<file path="config.mk">
export PLATFORM = sky130hd
export DESIGN_NAME = ppl_load_decoder
export DESIGN_NICKNAME = d
export VERILOG_FILES = /design/src/rtl/ppl_pkg.sv /design/src/rtl/ppl_ctrl.sv /design/src/rtl/ppl_datapath.sv /design/src/rtl/ppl_load_decoder.sv
export SDC_FILE = /design/constraint.sdc
export NUM_CORES = 1
export LEC_CHECK = 0
export BUFFER_PORTS_ARGS = -buffer_cell sky130_fd_sc_hd__buf_4
export CAP_MARGIN = 25
export CORE_UTILIZATION = 50
export CTS_CLUSTER_DIAMETER = 80
export DETAILED_ROUTE_END_ITERATION = 8
export GPL_TIMING_DRIVEN = 0
export PLACE_DENSITY_LB_ADDON = 0.3
export SLEW_MARGIN = 20
export SYNTH_ARGS = -nofsm -noshare
export SYNTH_HDL_FRONTEND = slang
export SYNTH_SLANG_ARGS = --single-unit
export TNS_END_PERCENT = 20
</file>
<file path="constraint.sdc">
create_clock -name clk -period 1.7 [get_ports clk]
set_input_delay 0 -clock clk [delete_from_list [all_inputs] [get_ports clk]]
set_output_delay 0 -clock clk [all_outputs]
set_load 0.005 [all_outputs]
</file>
<file path="src/rtl/ppl_pkg.sv">
package ppl_pkg;
  localparam int BUS_W = 8;
  localparam int WORD_W = 2 * BUS_W;
  localparam int OP_N = 9;
  localparam int SYNC_STAGES = 2;

  typedef enum logic [1:0] {
    ACT_ADDR = 2'b00,
    ACT_DATA = 2'b01,
    ACT_CMD  = 2'b10,
    ACT_IDLE = 2'b11
  } action_e;

  // index 0 is the rightmost entry
  localparam logic [OP_N-1:0][BUS_W-1:0] CMD_CODES = {
    8'h03, 8'h02, 8'h04, 8'h08, 8'h11, 8'h10, 8'h20, 8'h40, 8'h80
  };

  typedef struct packed {
    logic addrLo;
    logic addrHi;
    logic dataLo;
    logic dataHi;
    logic cmd;
  } load_stb_t;
endpackage

</file>
<file path="src/rtl/ppl_ctrl.sv">
module ppl_ctrl
  import ppl_pkg::*;
#(
  parameter int STAGES = SYNC_STAGES
) (
  input  logic      clk,
  input  logic      rstN,
  input  logic      strobeIn,
  input  logic [1:0] actSel,
  input  logic      byteSel,
  output load_stb_t stb,
  output logic      loadDone
);
  localparam int CHAIN_W = STAGES + 1;

  logic [CHAIN_W-1:0] chain;
  logic rise;
  action_e act;

  genvar g;
  generate
    for (g = 0; g < CHAIN_W; g++) begin : g_sync
      if (g == 0) begin : g_first
        always_ff @(posedge clk or negedge rstN) begin
          if (!rstN) chain[g] <= 1'b0;
          else       chain[g] <= strobeIn;
        end
      end else begin : g_next
        always_ff @(posedge clk or negedge rstN) begin
          if (!rstN) chain[g] <= 1'b0;
          else       chain[g] <= chain[g-1];
        end
      end
    end
  endgenerate

  assign rise = chain[STAGES-1] & ~chain[STAGES];
  assign act  = action_e'(actSel);

  always_comb begin
    stb = '0;
    if (rise) begin
      unique case (act)
        ACT_ADDR: begin
          stb.addrHi = byteSel;
          stb.addrLo = ~byteSel;
        end
        ACT_DATA: begin
          stb.dataHi = byteSel;
          stb.dataLo = ~byteSel;
        end
        ACT_CMD:  stb.cmd = 1'b1;
        default:  stb = '0;
      endcase
    end
  end

  always_ff @(posedge clk or negedge rstN) begin
    if (!rstN) loadDone <= 1'b0;
    else       loadDone <= |stb;
  end
endmodule

</file>
<file path="src/rtl/ppl_datapath.sv">
module ppl_datapath
  import ppl_pkg::*;
(
  input  logic              clk,
  input  logic              rstN,
  input  load_stb_t         stb,
  input  logic [BUS_W-1:0]  busIn,
  output logic [WORD_W-1:0] addrOut,
  output logic [WORD_W-1:0] dataOut,
  output logic [OP_N-1:0]   opReq,
  output logic              cmdInvalid
);
  logic [BUS_W-1:0] cmdQ;
  logic cmdLoadedQ;

  always_ff @(posedge clk or negedge rstN) begin
    if (!rstN) begin
      addrOut    <= '0;
      dataOut    <= '0;
      cmdQ       <= '0;
      cmdLoadedQ <= 1'b0;
    end else begin
      if (stb.addrLo) addrOut[BUS_W-1:0]      <= busIn;
      if (stb.addrHi) addrOut[WORD_W-1:BUS_W] <= busIn;
      if (stb.dataLo) dataOut[BUS_W-1:0]      <= busIn;
      if (stb.dataHi) dataOut[WORD_W-1:BUS_W] <= busIn;
      if (stb.cmd) begin
        cmdQ       <= busIn;
        cmdLoadedQ <= 1'b1;
      end
    end
  end

  genvar i;
  generate
    for (i = 0; i < OP_N; i++) begin : g_dec
      assign opReq[i] = cmdLoadedQ && (cmdQ == CMD_CODES[i]);
    end
  endgenerate

  assign cmdInvalid = cmdLoadedQ && !(|opReq);
endmodule

</file>
<file path="src/rtl/ppl_load_decoder.sv">
module ppl_load_decoder
  import ppl_pkg::*;
(
  input  logic              clk,
  input  logic              rstN,
  input  logic              strobeIn,
  input  logic [1:0]        actSel,
  input  logic              byteSel,
  input  logic [BUS_W-1:0]  busIn,
  output logic [WORD_W-1:0] addrOut,
  output logic [WORD_W-1:0] dataOut,
  output logic [OP_N-1:0]   opReq,
  output logic              cmdInvalid,
  output logic              loadDone
);
  load_stb_t stb;

  ppl_ctrl #(.STAGES(SYNC_STAGES)) ctrl_i (
    .clk      (clk),
    .rstN     (rstN),
    .strobeIn (strobeIn),
    .actSel   (actSel),
    .byteSel  (byteSel),
    .stb      (stb),
    .loadDone (loadDone)
  );

  ppl_datapath dp_i (
    .clk        (clk),
    .rstN       (rstN),
    .stb        (stb),
    .busIn      (busIn),
    .addrOut    (addrOut),
    .dataOut    (dataOut),
    .opReq      (opReq),
    .cmdInvalid (cmdInvalid)
  );
endmodule

</file>
==> results.txt, run 1 <==
----------------------------------------------------
[Floorplanning]
  Placeable Area ... 3440 um2
  Die X ... 62.8 um
  Die Y-Extent ... 62.8 um
  Initial core utilization ... 53.7%
  I/O pin total ... 57
  DIE AREA ... 3950 um2
  Core Rows ... 21

[Setup path]
  Maximum fanout along the worst path ... 7
  Element type at the critical path start ... flip-flop
  Register-to-register setup slack ... 0.09 ns
  Crit path from ... dp_i.cmdQ[2]
  Required time of the worst setup path ... 1.70 ns
  Count of cells along the worst register-to-register path ... 3
  Category of the worst setup path capture point ... output port
  Endpoint of the lowest-slack register-to-register path ... dp_i.dataOut[15]
  Launching point of the worst reg2reg path ... ctrl_i.chain[2]
  Arrival time reported for the critical path endpoint ... 1.69 ns
  Setup crit end ... cmdInvalid
  Type of the setup path with the least slack ... flip-flop to output port

[Hold path]
  Type of the most critical hold path ... primary input to flip-flop
  Number of cells on the worst hold path ... 3

[Cells and area]
  Fill cell count ... 220
  Share of post-route cells with drive strength above 1 ... 59.1%
  Final std cells w/o fill ... 249
  Combined area of the multi-input logic cells ... 746 um2
  Growth of design area from synthesis to finish ... 41.7%
  Post-layout nets ... 216
  Sequential cell area ... 1130 um2
  Ant. Diodes ... 0

[GRT]
  Wire length of the first global-routing pass ... 6530 um
  Total global routing track utilization ... 22.2%
  Maximum number of pins on one net before global-route repair ... 46
  Antenna violations before repair ... 0
  Total congestion overflow after global routing ... 0
  Via count of the first global-routing pass ... 1366

[Routing]
  Total number of vias ... 1306
  Avg Vias per Cell ... 5.24
  Wire length after detailed routing ... 3900 um
  Number of DRC violations after detailed-routing iteration 0 ... 65
  Drt wl/cell ... 15.7 um
  Total iterations of the first detailed-routing run ... 4
  Detail Route Antenna Nets ... 0
  Number of DRC violations after detailed routing ... 0

[Pwr]
  Pwr per Cell Area ... 1160 nW/um2
  P_leak ... 1.23 nW
  Pwr Total ... 3.04 mW
  Max IR drop VDD ... 0.760 mV

[Logic synthesis]
  Number of warning messages in the yosys log ... 0
  Syn Inst Count ... 126
  Synthesized area ... 1850 um2
  Number of storage elements in the synthesis netlist ... 45
  Post-synthesis share of cell area spent on xor and xnor gates ... 0.947%
  Post-synthesis net count ... 140
  Sequential-to-total area share from yosys stat ... 60.9%
  Share of synthesized cell area in full adder, half adder and majority cells ... 0%
  Simple-Gate Fraction of Synth Area ... 11.2%
  Post-Syn Area per Cell ... 14.7 um2
  Combinational family with the most area after synthesis ... multiplexers
  Count of unique library cells instantiated by Yosys ... 27
  Synthesized-area fraction occupied by ao, oa, aoi and oai cells ... 1.49%
  Multiplexer fraction of the synthesized cell area ... 24.4%

[Timing]
  Final setup viols ... 0
  Worst hold-check slack ... 0.167 ns
  Minimum setup slack in the final design ... 0.00984 ns
  Final count of hold timing violations ... 0
  Final Cycle Share ... 99.4%
  Crit path time final ... 1.69 ns
  Max Clock Skew ... 0.00434 ns
  Setup repair after global routing missed its margin ... yes
  Actual slew at the worst max-slew pin ... 0.532 ns
  Highest achievable clock rate ... 592 MHz
  Max transition margin ... 64.6%
  Final max-slew violation count ... 0

[Placement]
  # port buffers ... 56
  Instance count after placement with tap cells included ... 228
  Worst setup timing slack at the placement stage ... 0.0846 ns
  Final estimated routing congestion in global placement ... 0.749
  Half-perimeter wire length of the detailed placement result ... 2680 um

[Clocking]
  CTS tree ... done
  TritonCTS Buffers ... 5
  TritonCTS Sinks ... 45
  Maximum buffer depth of the clock tree ... 2
  Insertion delay to the later sink of the worst-skew pair ... 0.29 ns
  Root Buffer Master ... clkbuf_8
  H-Tree Depth ... 2
  Clock slew at reported path FFs ... 0.08 ns

[Run]
  Number of max-cap violations ... 0

[Status]
  Outcome ... completed

----------------------------------------------------
-- stage by stage --
stage	utilization [%]	setup TNS (ns)	area, um2
final	76.2	0	2620
after global routing	76.2	-0.249	2620
after CTS	75.3	0	2590
after detailed placement	67.6	0	2330
after global placement	67.6	0	2330
after floorplan	-	0	1850
-- worst min path at each step --
stage                     startpoint               end
after floorplan                 rstN   ctrl_i.chain[0]
after detailed placement        rstN   ctrl_i.loadDone
after global placement          rstN   ctrl_i.chain[2]
after global routing       actSel[1]  dp_i.dataOut[10]
after CTS                  actSel[1]   dp_i.dataOut[9]
final                      actSel[1]  dp_i.dataOut[11]
-- critical path, stage by stage, from the launching register on --
cell      delay [ns]
dfrtp_2         0.47
xor2_1          0.16
a211o_1         0.30
a221oi_1        0.31
buf_4           0.16
-- cell families (layout without fill, tap and decap cells) --
| kind of cell | count (synthesis) | count (layout) |
|---|---|---|
| buffers and inverters | 4 | 81 |
| multiplexers | 40 | 40 |
| AO/OA/AOI/OAI | 4 | 4 |
| AND/OR/NAND/NOR | 31 | 31 |
| XOR/XNOR | 2 | 2 |
| flip-flops | 45 | 45 |
-- placed cells by master, fill, tap and decap left out, types with 2 or more instances in the layout --
cell type / count
nor3b_2: 3
nor2_1: 5
dfrtp_2: 3
dfrtp_1: 42
nor3_1: 2
inv_1: 2
dlygate4sd3_1: 12
and3_1: 3
nand2b_1: 3
nand2_1: 2
buf_4: 58
mux2_2: 40
clkbuf_8: 6
-- where the power goes --
group / internal (mW) / total (mW) / switching [mW] / leakage (nW)
clock: 0.477 / 0.819 / 0.341 / 0.0574
combinational: 0.489 / 0.747 / 0.258 / 0.626
sequential: 1.30 / 1.48 / 0.181 / 0.542
-- timing repair --
action,in CTS,in global routing
hold buffers,12,0
buffers inserted,1,0
endpoints found under the hold margin,86,0
gates resized for setup,3,7
setup endpoints to repair,3,12
gates cloned,0,0
-- metal layers --
metal / vias to the layer above / global-route usage, % / part of all wire [%]
li1: 606 / - / -
met3: 2 / 6.39 / 3.7
met1: 667 / 26.4 / 43
met5: - / 0 / 0
met2: 31 / 37.8 / 53
met4: 0 / 8.43 / 0.46
-- sequential cells by signal, summed over array words and instances (netlist names) --
| name | flops |
|---|---|
| ctrl_i.chain | 3 |
| ctrl_i.loadDone | 1 |
| dp_i.addrOut | 16 |
| dp_i.cmdLoadedQ | 1 |
| dp_i.cmdQ | 8 |
| dp_i.dataOut | 16 |
-- Yosys cell counts --
| cell type | instances | area share [%] |
|---|---|---|
| dfrtp_1 | 45 | 61 |
| mux2_2 | 40 | 24 |
| nor2_1 | 5 | 1.0 |
| and3_1 | 3 | 1.0 |
| nand2b_1 | 3 | 1.0 |
| nor4_1 | 3 | 1.0 |
| inv_1 | 2 | 0.41 |
| nand2_1 | 2 | 0.41 |
| nand3_1 | 2 | 0.54 |
| nor3_1 | 2 | 0.54 |
| nor3b_1 | 2 | 0.81 |
| nor4b_1 | 2 | 0.95 |
| a211o_1 | 1 | 0.47 |
| a21oi_1 | 1 | 0.27 |
| a221oi_1 | 1 | 0.47 |
| and2_1 | 1 | 0.34 |
| buf_2 | 1 | 0.27 |
| buf_4 | 1 | 0.41 |
| nand3b_1 | 1 | 0.41 |
| nand3b_2 | 1 | 0.61 |
| nor3b_2 | 1 | 0.68 |
| nor3b_4 | 1 | 1.0 |
| o21ai_0 | 1 | 0.27 |
| or2_2 | 1 | 0.34 |
| or4b_1 | 1 | 0.54 |
| xnor2_1 | 1 | 0.47 |
| xor2_1 | 1 | 0.47 |
-- layout make-up --
type	instances	share of cell area, %
Sequential cell	45	43.1
Multi-Input combinational cell	77	28.4
Timing Repair Buffer	69	20.9
Clock buffer	6	3.15
Tap cell	46	2.20
Clock inverter	2	1.43
Buffer	2	0.477
Inverter	2	0.286
Power figures use the tool's default switching activity.
==> run 2: changes to the inputs <==
--- a/config.mk
+++ b/config.mk
@@ -7,7 +7,7 @@
 export LEC_CHECK = 0
 export BUFFER_PORTS_ARGS = -buffer_cell sky130_fd_sc_hd__buf_4
 export CAP_MARGIN = 25
-export CORE_UTILIZATION = 50
+export CORE_UTILIZATION = 54
 export CTS_CLUSTER_DIAMETER = 80
 export DETAILED_ROUTE_END_ITERATION = 8
 export GPL_TIMING_DRIVEN = 0
==> constraint.sdc (replaced) <==
create_clock -name clk -period 1.97 [get_ports clk]
set_input_delay 0 -clock clk [delete_from_list [all_inputs] [get_ports clk]]
set_output_delay 0 -clock clk [all_outputs]
set_load 0.005 [all_outputs]
==> results.txt, run 2 (synthesis results as in run 1) <==
----------------------------------------------------
[Clocking]
  H-Tree Depth ... 2 (unchanged)
  Clock slew at reported path FFs ... 0.13 ns (was 0.08 ns)
  CTS tree ... done (unchanged)
  Maximum buffer depth of the clock tree ... 2 (unchanged)
  Insertion delay to the later sink of the worst-skew pair ... 0.34 ns (was 0.29 ns)
  Root Buffer Master ... clkbuf_4 (was clkbuf_8)
  TritonCTS Buffers ... 5 (unchanged)
  Buffer count from post-CTS setup fixing ... 0 (was 1)
  TritonCTS Sinks ... 45 (unchanged)

[Setup path]
  Cell type of the slowest stage on the worst timing path ... dfrtp_1 (was dfrtp_2)
  Category of the worst setup path capture point ... output port (unchanged)
  CP cell instances ... nor4_2 > nand3_1 > nor3b_1 > buf_4 (was xor2_1 > a211o_1 > a221oi_1 > buf_4)
  Arrival time reported for the critical path endpoint ... 1.82 ns (was 1.69 ns)
  Register-to-register setup slack ... 0.30 ns (was 0.09 ns)
  CP peak stage delay ... 0.48 ns (was 0.47 ns)
  Type of the setup path with the least slack ... flip-flop to output port (unchanged)
  Element type at the critical path start ... flip-flop (unchanged)
  Required time of the worst setup path ... 1.97 ns (was 1.70 ns)
  Maximum fanout along the worst path ... 6 (was 7)

[Timing]
  Final setup TNS ... 0 ns (unchanged)
  Max Clock Skew ... 0.00895 ns (was 0.00434 ns)
  Final count of hold timing violations ... 0 (unchanged)
  Max transition margin ... 63.7% (was 64.6%)
  Crit path time final ... 1.82 ns
  Final max-slew violation count ... 0 (unchanged)
  Final Cycle Share ... 92.4%
  Actual slew at the worst max-slew pin ... 0.544 ns (was 0.532 ns)
  Highest achievable clock rate ... 550 MHz
  Minimum setup slack in the final design ... 0.151 ns (was 0.00984 ns)
  Setup repair after global routing missed its margin ... no (was yes)
  Final setup viols ... 0 (unchanged)

[Cells and area]
  Post-route standard cell area excluding fillers ... 2520 um2 (was 2620 um2)
  Growth of design area from synthesis to finish ... 36.3% (was 41.7%)
  Combined area of the multi-input logic cells ... 709 um2 (was 746 um2)
  Share of post-route cells with drive strength above 1 ... 55.0% (was 59.1%)
  Post-layout nets ... 215 (was 216)
  Fill cell count ... 209 (was 220)
  Final Util ... 80.0% (was 76.2%)
  Most frequent cells in the layout ... buf_4, dfrtp_1, mux2_2 (unchanged)
  Sequential cell area ... 1130 um2 (about the same)
  Top Registers ... dp_i.addrOut x16, dp_i.dataOut x16, dp_i.cmdQ x8 (unchanged)
  Most frequent standard cell in the layout excluding fill and tap cells ... buf_4 (unchanged)
  Ant. Diodes ... 0 (unchanged)

[Routing]
  Total number of vias ... 1330 (was 1306)
  Number of DRC violations after detailed-routing iteration 0 ... 41 (was 65)
  Wire length after detailed routing ... 4100 um (was 3900 um)
  Drt wl/cell ... 16.7 um (was 15.7 um)
  Detail Route Antenna Nets ... 0 (unchanged)
  Avg Vias per Cell ... 5.41 (was 5.24)
  Number of DRC violations after detailed routing ... 0 (unchanged)
  Total iterations of the first detailed-routing run ... 5 (was 4)

[GRT]
  Total global routing track utilization ... 24.8% (was 22.2%)
  Wire length of the first global-routing pass ... 6440 um (was 6530 um)
  Via count of the first global-routing pass ... 1390 (was 1366)
  Maximum number of pins on one net before global-route repair ... 46 (unchanged)
  Antenna violations before repair ... 0 (unchanged)
  Total congestion overflow after global routing ... 0 (unchanged)

[Floorplanning]
  Initial core utilization ... 58.7% (was 53.7%)
  DIE AREA ... 3660 um2 (was 3950 um2)
  I/O pin total ... 57 (unchanged)
  Placeable Area ... 3150 um2 (was 3440 um2)
  Core Rows ... 20 (was 21)
  Die X ... 60.5 um (was 62.8 um)
  Die Y-Extent ... 60.5 um (was 62.8 um)

[Pwr]
  Pwr per Cell Area ... 943 nW/um2 (was 1160 nW/um2)
  P_leak ... 1.20 nW (was 1.23 nW)
  Max IR drop VDD ... 0.648 mV (was 0.760 mV)

[Placement]
  # port buffers ... 56 (unchanged)
  Worst setup timing slack at the placement stage ... 0.331 ns (was 0.0846 ns)
  Placement Cell Area ... 2320 um2 (was 2330 um2)
  Half-perimeter wire length of the detailed placement result ... 2890 um (was 2680 um)
  Final estimated routing congestion in global placement ... 0.747 (was 0.749)

[Status]
  Outcome ... completed (unchanged)

[Run]
  Number of max-cap violations ... 0 (unchanged)

[Hold path]
  Type of the most critical hold path ... primary input to flip-flop (unchanged)

----------------------------------------------------
[run 2: cell count changes in the layout (fill, tap and decap cells not counted), sizes merged]
cell and delta:
clkinv +1, bufinv -1, clkbuf +1, buf -1
clkinvlp -1
[run 2: power breakdown]
group	switching (mW)	internal (mW)
clock network	0.271	0.207
registers	0.151	1.12
logic	0.222	0.410
total	0.644	1.73
[run 2: stage by stage]
step	instances	total power, mW	hold WS [ns]
final	246	2.38	0.117
after global routing	246	2.52	0.102
after CTS	246	2.40	0.109
after detailed placement	226	1.89	0.0251
after global placement	226	1.85	0.0117
after floorplan	126	1.51	-0.296
[run 2: timing repair]
action	CTS	global route
endpoints found under the hold margin	87	0
hold buffers	12	0
setup endpoints to repair	1	0
gates resized for setup	1	0
[run 2: final timing paths]
path,cells past startpoint,to,start
max,4,opReq[6],dp_i.cmdQ[4]
min,3,dp_i.dataOut[15],actSel[1]
max reg2reg,3,dp_i.dataOut[10],ctrl_i.chain[2]
min reg2reg,0,ctrl_i.chain[1],ctrl_i.chain[0]
max in group asynchronous,2,dp_i.addrOut[13],rstN
min in group asynchronous,2,dp_i.dataOut[14],rstN
[run 2: final cells by class]
type                    count  share of cell area (%)
plain buffers               2                   0.496
flip-flops and latches     45                    44.7
well taps                  44                    2.18
clock buffers               7                    2.58
multi-input cells          77                    28.1
clock inverters             1                   0.199
inverters                   2                   0.298
repair buffers             68                    21.4
[run 2: per-layer routing]
layer | vias up | routed length [um] | GRT usage (%)
li1 | 605 | - | -
met3 | 6 | 218 | 6.18
met4 | 0 | 42 | 9.09
met5 | - | 0 | 0
met2 | 41 | 2200 | 42.9
met1 | 678 | 1640 | 30.3
[run 2: worst max-delay path, delay by kind of cell, from the launching register on]
family / cells / cell delay (ns)
buffers and inverters: 1 / 0.15
DFF: 1 / 0.48
and+or+nand+nor: 3 / 0.86
